## src/rtl/pb_pkg.sv

```systemverilog
package pb_pkg;
  typedef enum logic {
    PH_LOAD  = 1'b0,
    PH_WRITE = 1'b1
  } pb_phase_e;
endpackage

```

## src/rtl/pb_ctrl.sv

```systemverilog
module pb_ctrl
  import pb_pkg::*;
(
  input  logic clk_i,
  input  logic rst_ni,
  input  logic load_i,
  input  logic wr_start_i,
  input  logic wr_done_i,
  input  logic rww_en_i,
  input  logic ee_write_i,
  output logic erase_o,
  output logic load_go_o,
  output logic busy_o
);
  pb_phase_e phase_q, phase_d;

  assign busy_o    = (phase_q == PH_WRITE);
  // clear requests other than write completion are ignored while frozen
  assign erase_o   = wr_done_i | (~busy_o & (rww_en_i | ee_write_i));
  assign load_go_o = load_i & ~busy_o & ~erase_o;

  always_comb begin
    phase_d = phase_q;
    if (wr_done_i)                 phase_d = PH_LOAD;
    else if (!busy_o && wr_start_i) phase_d = PH_WRITE;
  end

  always_ff @(posedge clk_i or negedge rst_ni) begin
    if (!rst_ni) phase_q <= PH_LOAD;
    else         phase_q <= phase_d;
  end

  AST_DONE_ENDS_WRITE: assert property (@(posedge clk_i) disable iff (!rst_ni)
    wr_done_i |=> !busy_o) else $error("write phase survived completion");
endmodule

```

## src/rtl/pb_valid.sv

```systemverilog
module pb_valid #(
  parameter int WORDS = 32,
  localparam int OFF_W = $clog2(WORDS)
) (
  input  logic             clk_i,
  input  logic             rst_ni,
  input  logic             load_go_i,
  input  logic [OFF_W-1:0] off_i,
  input  logic             erase_i,
  output logic [WORDS-1:0] valid_o,
  output logic             accept_o,
  output logic             dup_err_o
);
  logic [WORDS-1:0] valid_q;
  logic             dup_err_q;
  logic             in_range;
  logic             hit;
  logic             dup;

  assign in_range  = (32'(off_i) < WORDS);
  assign hit       = in_range & valid_q[off_i];
  assign accept_o  = load_go_i & in_range & ~hit;
  assign dup       = load_go_i & hit;
  assign valid_o   = valid_q;
  assign dup_err_o = dup_err_q;

  always_ff @(posedge clk_i or negedge rst_ni) begin
    if (!rst_ni) begin
      valid_q   <= '0;
      dup_err_q <= 1'b0;
    end else if (erase_i) begin
      valid_q   <= '0;
      dup_err_q <= 1'b0;
    end else begin
      if (accept_o) valid_q[off_i] <= 1'b1;
      if (dup)      dup_err_q      <= 1'b1;
    end
  end

  AST_ERR_STICKY: assert property (@(posedge clk_i) disable iff (!rst_ni)
    dup_err_q && !erase_i |=> dup_err_q) else $error("error flag dropped");
  AST_ERASE_EMPTIES: assert property (@(posedge clk_i) disable iff (!rst_ni)
    erase_i |=> (valid_q == '0) && !dup_err_q) else $error("erase incomplete");
  AST_DUP_FLAGS: assert property (@(posedge clk_i) disable iff (!rst_ni)
    load_go_i && hit |=> dup_err_q) else $error("duplicate not flagged");
endmodule

```

## src/rtl/pb_store.sv

```systemverilog
module pb_store #(
  parameter int WORDS  = 32,
  parameter int DATA_W = 16,
  localparam int OFF_W = $clog2(WORDS)
) (
  input  logic              clk_i,
  input  logic              rst_ni,
  input  logic              we_i,
  input  logic [OFF_W-1:0]  off_i,
  input  logic [DATA_W-1:0] data_i,
  input  logic [WORDS-1:0]  valid_i,
  input  logic [OFF_W-1:0]  rd_off_i,
  output logic [DATA_W-1:0] rd_data_o
);
  logic [DATA_W-1:0] mem_q [WORDS];

  for (genvar i = 0; i < WORDS; i++) begin : g_word
    always_ff @(posedge clk_i or negedge rst_ni) begin
      if (!rst_ni)                             mem_q[i] <= '1;
      else if (we_i && off_i == OFF_W'(i))     mem_q[i] <= data_i;
    end

    AST_LOAD_LANDS: assert property (@(posedge clk_i) disable iff (!rst_ni)
      we_i && off_i == OFF_W'(i) |=> mem_q[i] == $past(data_i)) else $error("load lost");
    AST_OTHERS_HOLD: assert property (@(posedge clk_i) disable iff (!rst_ni)
      !(we_i && off_i == OFF_W'(i)) |=> $stable(mem_q[i])) else $error("slot disturbed");
  end

  // empty slots mask stored data, so a clear never has to touch the words
  always_comb begin
    rd_data_o = '1;
    if (32'(rd_off_i) < WORDS && valid_i[rd_off_i]) rd_data_o = mem_q[rd_off_i];
  end
endmodule

```

## src/rtl/flash_page_buf.sv

```systemverilog
module flash_page_buf #(
  parameter int WORDS  = 32,
  parameter int DATA_W = 16,
  localparam int OFF_W = $clog2(WORDS)
) (
  input  logic              clk_i,
  input  logic              rst_ni,
  input  logic              load_i,
  input  logic [OFF_W-1:0]  load_off_i,
  input  logic [DATA_W-1:0] load_data_i,
  input  logic              wr_start_i,
  input  logic              wr_done_i,
  input  logic              rww_en_i,
  input  logic              ee_write_i,
  input  logic [OFF_W-1:0]  rd_off_i,
  output logic [DATA_W-1:0] rd_data_o,
  output logic              dup_err_o
);
  logic             erase;
  logic             load_go;
  logic             busy;
  logic             accept;
  logic [WORDS-1:0] valid;

  pb_ctrl u_ctrl (
    .clk_i      (clk_i),
    .rst_ni     (rst_ni),
    .load_i     (load_i),
    .wr_start_i (wr_start_i),
    .wr_done_i  (wr_done_i),
    .rww_en_i   (rww_en_i),
    .ee_write_i (ee_write_i),
    .erase_o    (erase),
    .load_go_o  (load_go),
    .busy_o     (busy)
  );

  pb_valid #(.WORDS(WORDS)) u_valid (
    .clk_i     (clk_i),
    .rst_ni    (rst_ni),
    .load_go_i (load_go),
    .off_i     (load_off_i),
    .erase_i   (erase),
    .valid_o   (valid),
    .accept_o  (accept),
    .dup_err_o (dup_err_o)
  );

  pb_store #(.WORDS(WORDS), .DATA_W(DATA_W)) u_store (
    .clk_i     (clk_i),
    .rst_ni    (rst_ni),
    .we_i      (accept),
    .off_i     (load_off_i),
    .data_i    (load_data_i),
    .valid_i   (valid),
    .rd_off_i  (rd_off_i),
    .rd_data_o (rd_data_o)
  );

  AST_FROZEN_IN_WRITE: assert property (@(posedge clk_i) disable iff (!rst_ni)
    busy && !wr_done_i |=> $stable(valid)) else $error("contents moved while frozen");
  AST_CLEAR_BEATS_LOAD: assert property (@(posedge clk_i) disable iff (!rst_ni)
    load_i && (wr_done_i || (!busy && (rww_en_i || ee_write_i))) |=> valid == '0)
    else $error("load survived clear");
endmodule

```

## config.mk

```make
export PLATFORM = sky130hd
export DESIGN_NAME = flash_page_buf
export DESIGN_NICKNAME = d
export VERILOG_FILES = /design/src/rtl/pb_pkg.sv /design/src/rtl/pb_ctrl.sv /design/src/rtl/pb_valid.sv /design/src/rtl/pb_store.sv /design/src/rtl/flash_page_buf.sv
export SDC_FILE = /design/constraint.sdc
export NUM_CORES = 1
export LEC_CHECK = 0
export BUFFER_PORTS_ARGS = -buffer_cell sky130_fd_sc_hd__buf_2
export CELL_PAD_IN_SITES_DETAIL_PLACEMENT = 1
export CELL_PAD_IN_SITES_GLOBAL_PLACEMENT = 1
export CORE_MARGIN = 4
export CORE_UTILIZATION = 30
export DETAILED_ROUTE_END_ITERATION = 12
export PLACE_DENSITY = 0.54
export SETUP_SLACK_MARGIN = 0.05
export SYNTH_ARGS = -nofsm -noshare
export SYNTH_HDL_FRONTEND = slang
export SYNTH_SLANG_ARGS = --single-unit
```

## constraint.sdc

```tcl
create_clock -name clk_i -period 2.8 [get_ports clk_i]
set_input_delay 0.14 -clock clk_i [delete_from_list [all_inputs] [get_ports clk_i]]
set_output_delay 0.14 -clock clk_i [all_outputs]
set_load 0.01 [all_outputs]
```

== Word level (Yosys, flattened, before mapping) ==
Index checks and enable logic that the tools add are counted.

* Flip-flop bits (word level): 546
* Logic and storage cells: 137
* Output and inout bits: 17
* Bits of input ports: 33

* Reduce and logical (&&, ||, !) cells: 39
* Magnitude comparators: 4
* Equality and inequality tests: 31
* Bitwise gates (word level): 12
* Mux-type cells: 16

{| class="wikitable"
|+ Operators by type and width
! kind !! count
|-
| $bmux 16 s5 || 1
|-
| $eq 5x5->1 const B || 16
|-
| $mux 32 || 2
|-
| $mux 16 || 3
|-
| $eq 5x4->1 const B || 8
|-
| $logic_and 1x1->1 || 34
|-
| $or 32x32->32 || 1
|-
| $eq 5x3->1 const B || 4
|-
| $lt 5x6->1 const B || 2
|-
| $bmux 1 s5 || 2
|-
| $eq 5x2->1 const B || 2
|-
| $mux 1 || 7
|-
| $ge 6x6->1 const B || 1
|-
| $not 5->6 || 1
|-
| $reduce_bool 2->1 || 3
|-
| $and 1x1->1 || 5
|-
| $demux 1 s5 || 1
|-
| $eq 5x1->1 const B || 1
|-
| $ge 5x1->1 const B || 1
|-
| $logic_not 5->1 || 1
|-
| $not 1->1 || 3
|-
| $or 1x1->1 || 2
|-
| $logic_not 1->1 || 1
|}

== Depth between registers and ports, before layout ==
Gate-level depths: netlist (run 1).

* Word-level depth: 8
* Depth in mapped cells: 10
* Mapped depth without buffers: 5

== Cells and area by module ==
A second synthesis (run 1) with hierarchy kept.

* Cells, all modules: 1799
* Area total of the unflattened synthesis: 26586.7 sq um

{| class="wikitable"
|+ By module, submodules not included
! module !! sequential area each (sq um) !! cells an instance !! area an instance (sq um) !! times used
|-
| pb_store || 13452.9 || 1634 || 24780.0 || 1
|-
| pb_valid || 825.8 || 158 || 1750.4 || 1
|-
| pb_ctrl || 25.0 || 7 || 56.3 || 1
|}

== Worst setup path before layout (run 1) ==
No wires, ideal clock.

* Kind: reg2reg
* Start point: register u_valid.valid_q[3] (netlist: u_valid.valid_o[3])
* End point: register u_store.mem_q[22] in the netlist's numbering
* Required time: 2.718 ns
* Clock period less this slack: 2.652 ns
* Cell stages (with the launch flop): 8
* Buffers on the path: 2
* Arrival: 2.570 ns
* Setup slack: 0.148 ns
* Setup time: 0.082 ns
* Cell sequence: dfrtp_1 > mux4_2 > a22oi_2 > nand3_4 > buf_12 > a2111oi_4 > buf_8 > mux2_4

* Word-level cells in the longest chain between the ends: 5

{| class="wikitable"
|+ RTL lines
! element !! RTL line !! RTL
|-
| start, declared || pb_valid.sv:14 || <nowiki>logic [WORDS-1:0] valid_q;</nowiki>
|-
| start signal, assigned || pb_valid.sv:29 || <nowiki>valid_q <= '0;</nowiki>
|-
| start signal, assigned || pb_valid.sv:32 || <nowiki>valid_q <= '0;</nowiki>
|-
| start signal, assigned by index || pb_valid.sv:35 || <nowiki>if (accept_o) valid_q[off_i] <= 1'b1;</nowiki>
|-
| $bmux 1 s5 || pb_valid.sv:21 || <nowiki>assign hit = in_range & valid_q[off_i];</nowiki>
|-
| $mux 1 (implied by the code) || pb_valid.sv:21 ||
|-
| $not 1->1 || pb_valid.sv:22 || <nowiki>assign accept_o = load_go_i & in_range & ~hit;</nowiki>
|-
| $and 1x1->1 || pb_valid.sv:22 ||
|-
| $logic_and 1x1->1 || pb_store.sv:20 || <nowiki>else if (we_i && off_i == OFF_W'(i)) mem_q[i] <= data_i;</nowiki>
|-
| end signal, assigned by index || pb_store.sv:20 ||
|-
| end, declared || pb_store.sv:15 || <nowiki>logic [DATA_W-1:0] mem_q [WORDS];</nowiki>
|}

Every way passes these cells. The select of a mux whose other input is x is not followed.
A chain may end at the register's enable or synchronous reset.

== Worst setup path after layout (run 1) ==
* Start point: register u_valid.valid_q[7] (netlist: u_valid.valid_o[7])
* End point: output rd_data_o[2]

* Word-level cells in the longest chain between the ends: 3

{| class="wikitable"
|+ RTL lines
! element !! RTL line !! RTL
|-
| $bmux 1 s5 || pb_store.sv:32 || <nowiki>if (32'(rd_off_i) < WORDS && valid_i[rd_off_i]) rd_data_o = mem_q[rd_off_i];</nowiki>
|-
| $mux 1 (implied by the code) || pb_store.sv:32 ||
|-
| $mux 16 || pb_store.sv:32 ||
|-
| end, declared || flash_page_buf.sv:16 || <nowiki>output logic [DATA_W-1:0] rd_data_o,</nowiki>
|}

Every way passes these cells. The select of a mux whose other input is x is not followed.

==> impl_metrics.toml, run 1 <==
[yosys]
ys_seq_area_share_pct = 52.2
netlist-cell-type-count = 44
ys_warn_count = 0
syn_inst = 1526
syn_nets = 1559
synth_seq_cells = 546
syn_area_sq_um = 27400
avgSynthCellArea_sq_um = 18.0
synth-main-ff-cell = "dfstp_2"
synth_edf_count = 0
async_flop_share_pct = 100

[sta]
fmax_mhz = 352
finalSetupTns_ns = -0.162
setup_slack_ns = -0.0441
rsz0062_at_grt = "yes"
worst_clock_skew_ns = 0.0246
period_share_pct = 102
slew_headroom_pct = 45.2
worstMarginPinSlew_ns = 0.822
setup_viol = 10
hold_viol = 0
fin_crit_ns = 2.84
maxSlewViolCount = 0

[grt]
grt_pass1_vias = 15875
grt_usage_pct = 15.8
antenna_found_initial = 4
grt_max_degree = 82
grt_pass1_wl_um = 113000
gr-total-overflow = 0

[power_and_ir_drop]
irDropWorstVdd_v = 0.000455
intPower_mw = 14.0
p_seq_share_pct = 48.1
p_leak_nw = 12.2
power.density_nw_per_um2 = 578
clockPowerShare_pct = 42.7
design_power_total_mw = 18.3
p_switching_mw = 4.34
switching_share_pct = 23.7
power_frac_comb_pct = 9.2

[clock_tree]
clockRootBuffer = "clkbuf_16"
cts-htree-levels = 2
cts_buffers = 60
cts_buffer_depth = 3
clk_pin_slew_ns = 0.07
cts_tree = "done"
cts_sinks = 546
insertion_delay_ns = 0.63

[detailed_routing]
antenna_left = 0
via_per_inst = 5.01
routed_wl_um = 75100
drtIter0Drc = 641
wl_per_cell_um = 26.6
num_vias = 14165
dr.pass1.iters = 4
drc = 0

[floorplanning]
start_util_pct = 30.4
io_pins = 50
rows = 110
die_h_um = 310
die_area_sq_um = 96300
core-area_sq_um = 90300
die_x_um = 310

[critical_path]
path_max_fanout = 16
crit_path_start_kind = "flip-flop"
crit_required_ns = 2.66
crit_arrival_ns = 2.70
crit_type = "reg -> out"
end_kind = "output pin"

[placement]
port_buffers = 49
finalWeightedCongestion = 0.744
dp.final_hpwl_um = 46300

[layout]
synthToLayoutAreaGrowth_pct = 15.7
drive_above_1_share_pct = 90.2
final_common_cell = "dfstp_2"
nets = 1636
mostFrequentLayoutCells = "512 x dfstp_2, 269 x mux2_2, 245 x mux2_4"

[status]
violations = "negative setup slack"
status = "finished, violations left"

[min_path]
hold_path.class = "in -> reg"

[run]
drv_cap = 0
power groups by stage:
stage                     combinational (mW)  sequential [mW]  clock, mW
after floorplan                         1.13             8.83          0
after global placement                  1.68             8.90          0
after detailed placement                1.72             8.92          0
after CTS                               1.73             8.82       8.11
after global routing                    1.81             8.87       8.44
final                                   1.68             8.82       7.82
Yosys cell counts (all sizes together), types with 3 or more instances:
| cell | n | area (sq um) |
|---|---|---|
| a2111o | 4 | 45.0 |
| a2111oi | 26 | 716 |
| a21oi | 6 | 33.8 |
| buf | 71 | 582 |
| clkbuf | 76 | 285 |
| dfrtp | 34 | 851 |
| dfstp | 512 | 13500 |
| inv | 5 | 18.8 |
| mux2 | 515 | 6720 |
| mux2i | 18 | 180 |
| mux4 | 176 | 3970 |
| nand2 | 22 | 85.1 |
| nand2b | 4 | 25.0 |
| nand3 | 4 | 45.0 |
| nor2 | 5 | 18.8 |
| nor2b | 3 | 18.8 |
| o21a | 27 | 203 |
through the flow:
step | hold slack [ns] | cell area (sq um) | cells | utilization (%) | worst slack [ns]
after floorplan | -0.156 | 27400 | 1526 | - | 0.148
after global placement | 0.321 | 29700 | 2712 | 32.9 | -0.00929
after detailed placement | 0.328 | 29700 | 2712 | 32.9 | 0.00125
after CTS | 0.0264 | 31700 | 2824 | 35.1 | -0.0840
after global routing | 0.0699 | 31700 | 2826 | 35.1 | -0.124
final | 0.0847 | 31700 | 2828 | 35.1 | -0.0441
worst max-delay path: stages (launching register included):
cell and delay, ns:
dfrtp_1 0.40, mux4_2 0.49, mux4_2 0.47, mux2_4 0.42, nand2_1 0.16, buf_2 0.15
timing repair:
action / CTS / global route
setup endpoints to repair: 16 / 34
pin swaps: 0 / 2
hold buffers: 3 / 0
hold endpoints to repair: 57 / 0
resized for setup: 4 / 5
buffers inserted: 0 / 2
final cells by class:
| class | instances | area [sq um] |
|---|---|---|
| multi-input cells | 828 | 12200 |
| inverters | 5 | 18.8 |
| well taps | 1176 | 1470 |
| clock inverters | 18 | 155 |
| flip-flops and latches | 546 | 14300 |
| diodes | 2 | 5.00 |
| repair buffers | 162 | 1750 |
| clock buffers | 91 | 1780 |
| fillers | 8951 | 58600 |
registers in the layout (all words and copies together) (netlist names):
name	cells
u_valid.dup_err_o	1
u_ctrl.busy_o	1
u_store.mem_q	512
u_valid.valid_o	32
routing by layer:
metal | GRT usage [%] | routed length [um] | up-vias
li1 | - | - | 5959
met1 | 23.2 | 36000 | 7891
met2 | 25.1 | 34900 | 225
met3 | 2.24 | 2810 | 88
met4 | 3.31 | 1390 | 2
met5 | 0 | 12 | -
cell families (layout without fill, tap and decap cells):
logic type      Yosys count  in the layout  synth area share [%]
compound gates           71             71                  3.97
other cells               0              2                     0
simple gates             48             48                 0.968
flops                   546            546                  52.2
buf+inv                 152            276                  3.23
mux                     709            709                  39.6
worst paths after layout:
kind	start	endpoint	slack, ns	cells after the start
setup reg to reg	u_valid.valid_o[5]$_DFFE_PN0P_	u_store.mem_q[98]$_DFFE_PN1P_	0.11	7
setup / recovery	u_valid.valid_o[7]$_DFFE_PN0P_	rd_data_o[2]	-0.04	5
hold / removal	load_i	u_valid.dup_err_o$_DFFE_PN0P_	0.08	4
max in group asynchronous	rst_ni	u_store.mem_q[478]$_DFFE_PN1P_	1.69	3
hold reg to reg	u_valid.valid_o[19]$_DFFE_PN0P_	u_valid.valid_o[19]$_DFFE_PN0P_	0.51	1
min in group asynchronous	rst_ni	u_store.mem_q[334]$_DFFE_PN1P_	0.51	2
No activity file was read; power rests on OpenSTA's default activity.
==> run 2, diff against run 1 <==
REMOVE_ABC_BUFFERS = 1   (was default)
==> run 2 against run 1 <==
Compared with the run above:
- the run still ends with negative setup slack left
- final cell count is essentially flat
- highest routed layer unchanged
- largest cell class unchanged
- sequential power about the same
- sequential share of layout area is 0.56 points lower
==> impl_metrics.toml, run 2 (same netlist as run 1, synthesis figures left out) <==
[sta]
whs_ns = 0.121
finalSetupTns_ns = -0.0600
maxSlewViolCount = 0
rsz0062_at_grt = "yes"
fmax_mhz = 355
worstMarginPinSlew_ns = 0.816
slew_headroom_pct = 45.6
worst_clock_skew_ns = 0.0185
setup_slack_ns = -0.0182
setup_viol = 5
fin_crit_ns = 2.82
period_share_pct = 101
hold_viol = 0

[detailed_routing]
routed_wl_um = 75100
antenna_left = 0
drc = 0
drtIter0Drc = 632
num_vias = 14156
dr.pass1.iters = 4
wl_per_cell_um = 26.6
via_per_inst = 5.01

[clock_tree]
cts_buffer_depth = 3
cts_sinks = 546
cts_buffers = 67
clockRootBuffer = "clkbuf_16"
cts_tree = "done"
clk_pin_slew_ns = 0.06
insertion_delay_ns = 0.60
cts-htree-levels = 3

[layout]
final_common_cell = "dfstp_2"
largest_reg_flops = 512
seqCellArea_sq_um = 14300
multiInputGateArea_sq_um = 12300
mostFrequentLayoutCells = "512 x dfstp_2, 269 x mux2_2, 246 x mux2_4"
nets = 1636
top_register = "u_store.mem_q"
stdcell_count = 2827
nFillCells = 8847
drive_above_1_share_pct = 91.2
synthToLayoutAreaGrowth_pct = 17.2
post-route-util_pct = 35.6

[status]
status = "finished, violations left"
violations = "negative setup slack"

[floorplanning]
core-area_sq_um = 90300
io_pins = 50
die_h_um = 310
rows = 110
start_util_pct = 30.4
die_x_um = 310
die_area_sq_um = 96300

[critical_path]
path_max_fanout = 8
path_cells = "mux4_2 > mux4_2 > mux2_4 > nand2_4 > buf_6"
end_kind = "output pin"
cpMaxStageDelayCell = "mux4_2"
crit_required_ns = 2.66
crit_arrival_ns = 2.68
cp_slowest_stage_delay_ns = 0.51
timing.critical_path.buf_inv = 1
critPathTopFamily = "multiplexers"
reg2reg_slack_ns = 0.12
crit_type = "reg -> out"
crit_path_start_kind = "flip-flop"
cp_common_cell = "mux4_2"

[power_and_ir_drop]
clockPowerShare_pct = 45.7
p_seq_share_pct = 45.6
power_frac_comb_pct = 8.7
switching_share_pct = 23.1
power.density_nw_per_um2 = 602
irDropWorstVdd_v = 0.000382
p_switching_mw = 4.46
intPower_mw = 14.9
p_leak_nw = 12.4

[min_path]
hold_path.class = "in -> reg"

[grt]
grt_max_degree = 81
gr-total-overflow = 0
grt_pass1_vias = 15980
grt_usage_pct = 15.9
grt_pass1_wl_um = 113000
antenna_found_initial = 2

[placement]
dp.final_hpwl_um = 45900
placed_cells = 2702
port_buffers = 49
finalWeightedCongestion = 0.735

[run]
drv_cap = 0
==> run 2: changes by cell type in the layout (fill, tap and decap cells not counted), moves of 4 or more <==
cell | previous run | this run
nand2_4 | 0 | 11
buf_2 | 43 | 29
buf_6 | 6 | 20
nand2_1 | 18 | 5
buf_4 | 60 | 55
buf_12 | 48 | 44
clkbuf_16 | 61 | 72
==> run 2: path summary, 6_finish.rpt <==
check                                                start                              end  cells past startpoint
max in group asynchronous                           rst_ni   u_store.mem_q[310]$_DFFE_PN1P_                      3
max                         u_valid.valid_o[9]$_DFFE_PN0P_                    rd_data_o[12]                      5
min reg2reg                u_valid.valid_o[14]$_DFFE_PN0P_  u_valid.valid_o[14]$_DFFE_PN0P_                      1
min                                                 load_i    u_valid.dup_err_o$_DFFE_PN0P_                      4
max reg2reg                 u_valid.valid_o[4]$_DFFE_PN0P_   u_store.mem_q[118]$_DFFE_PN1P_                      7
min in group asynchronous                           rst_ni  u_valid.valid_o[15]$_DFFE_PN0P_                      2
==> run 2: cell type report <==
cell class / count / share of cell area [%]
Clock buffer: 101 / 6.29
Sequential cell: 546 / 44.5
Timing Repair Buffer: 154 / 5.45
Multi-Input combinational cell: 829 / 38.4
Clock inverter: 15 / 0.647
Antenna cell: 1 / 0.00779
Inverter: 5 / 0.0584
Tap cell: 1176 / 4.58
==> run 2: worst register-to-register path, delay by kind of cell, from the launching register on <==
kind            cells  cell delay (ns)
mux                 2             0.91
compound gates      2             0.67
buf+inv             2             0.45
flops               1             0.43
simple gates        1             0.14
==> run 2: what timing repair did <==
item | in CTS | in global routing
buffers inserted | 2 | 1
hold buffers | 3 | 0
pin swaps | 10 | 10
endpoints found under the hold margin | 27 | 0
endpoints found under the setup margin | 16 | 27
resized for setup | 42 | 8
gates cloned | 1 | 1
==> run 2: power by group through the flow <==
stage / combinational, mW / clock [mW] / sequential (mW)
after floorplan: 0.918 / 0 / 8.83
after global placement: 1.66 / 0 / 8.89
after detailed placement: 1.71 / 0 / 8.92
after CTS: 1.72 / 9.14 / 8.81
after global routing: 1.81 / 9.50 / 8.86
final: 1.68 / 8.83 / 8.81
==> run 2: routing by layer <==
layer / global-route usage, % / share of wire, % / vias to the layer above
met5: 0 / 0.045 / -
met4: 3.13 / 1.7 / 4
met3: 3.02 / 3.5 / 89
met2: 25.4 / 47 / 216
met1: 22.6 / 48 / 7916
li1: - / - / 5931
==> run 2: metrics by stage <==
| step | setup slack [ns] | area, sq um | power [mW] |
|---|---|---|---|
| 6_report | -0.0182 | 32100 | 19.3 |
| 5_1_grt | -0.0687 | 32100 | 20.2 |
| 4_1_cts | -0.0430 | 32100 | 19.7 |
| 3_5_place_dp | -0.0272 | 29600 | 10.6 |
| 3_3_place_gp | 0.0219 | 29600 | 10.6 |
| 2_1_floorplan | -1.10 | 26500 | 9.75 |
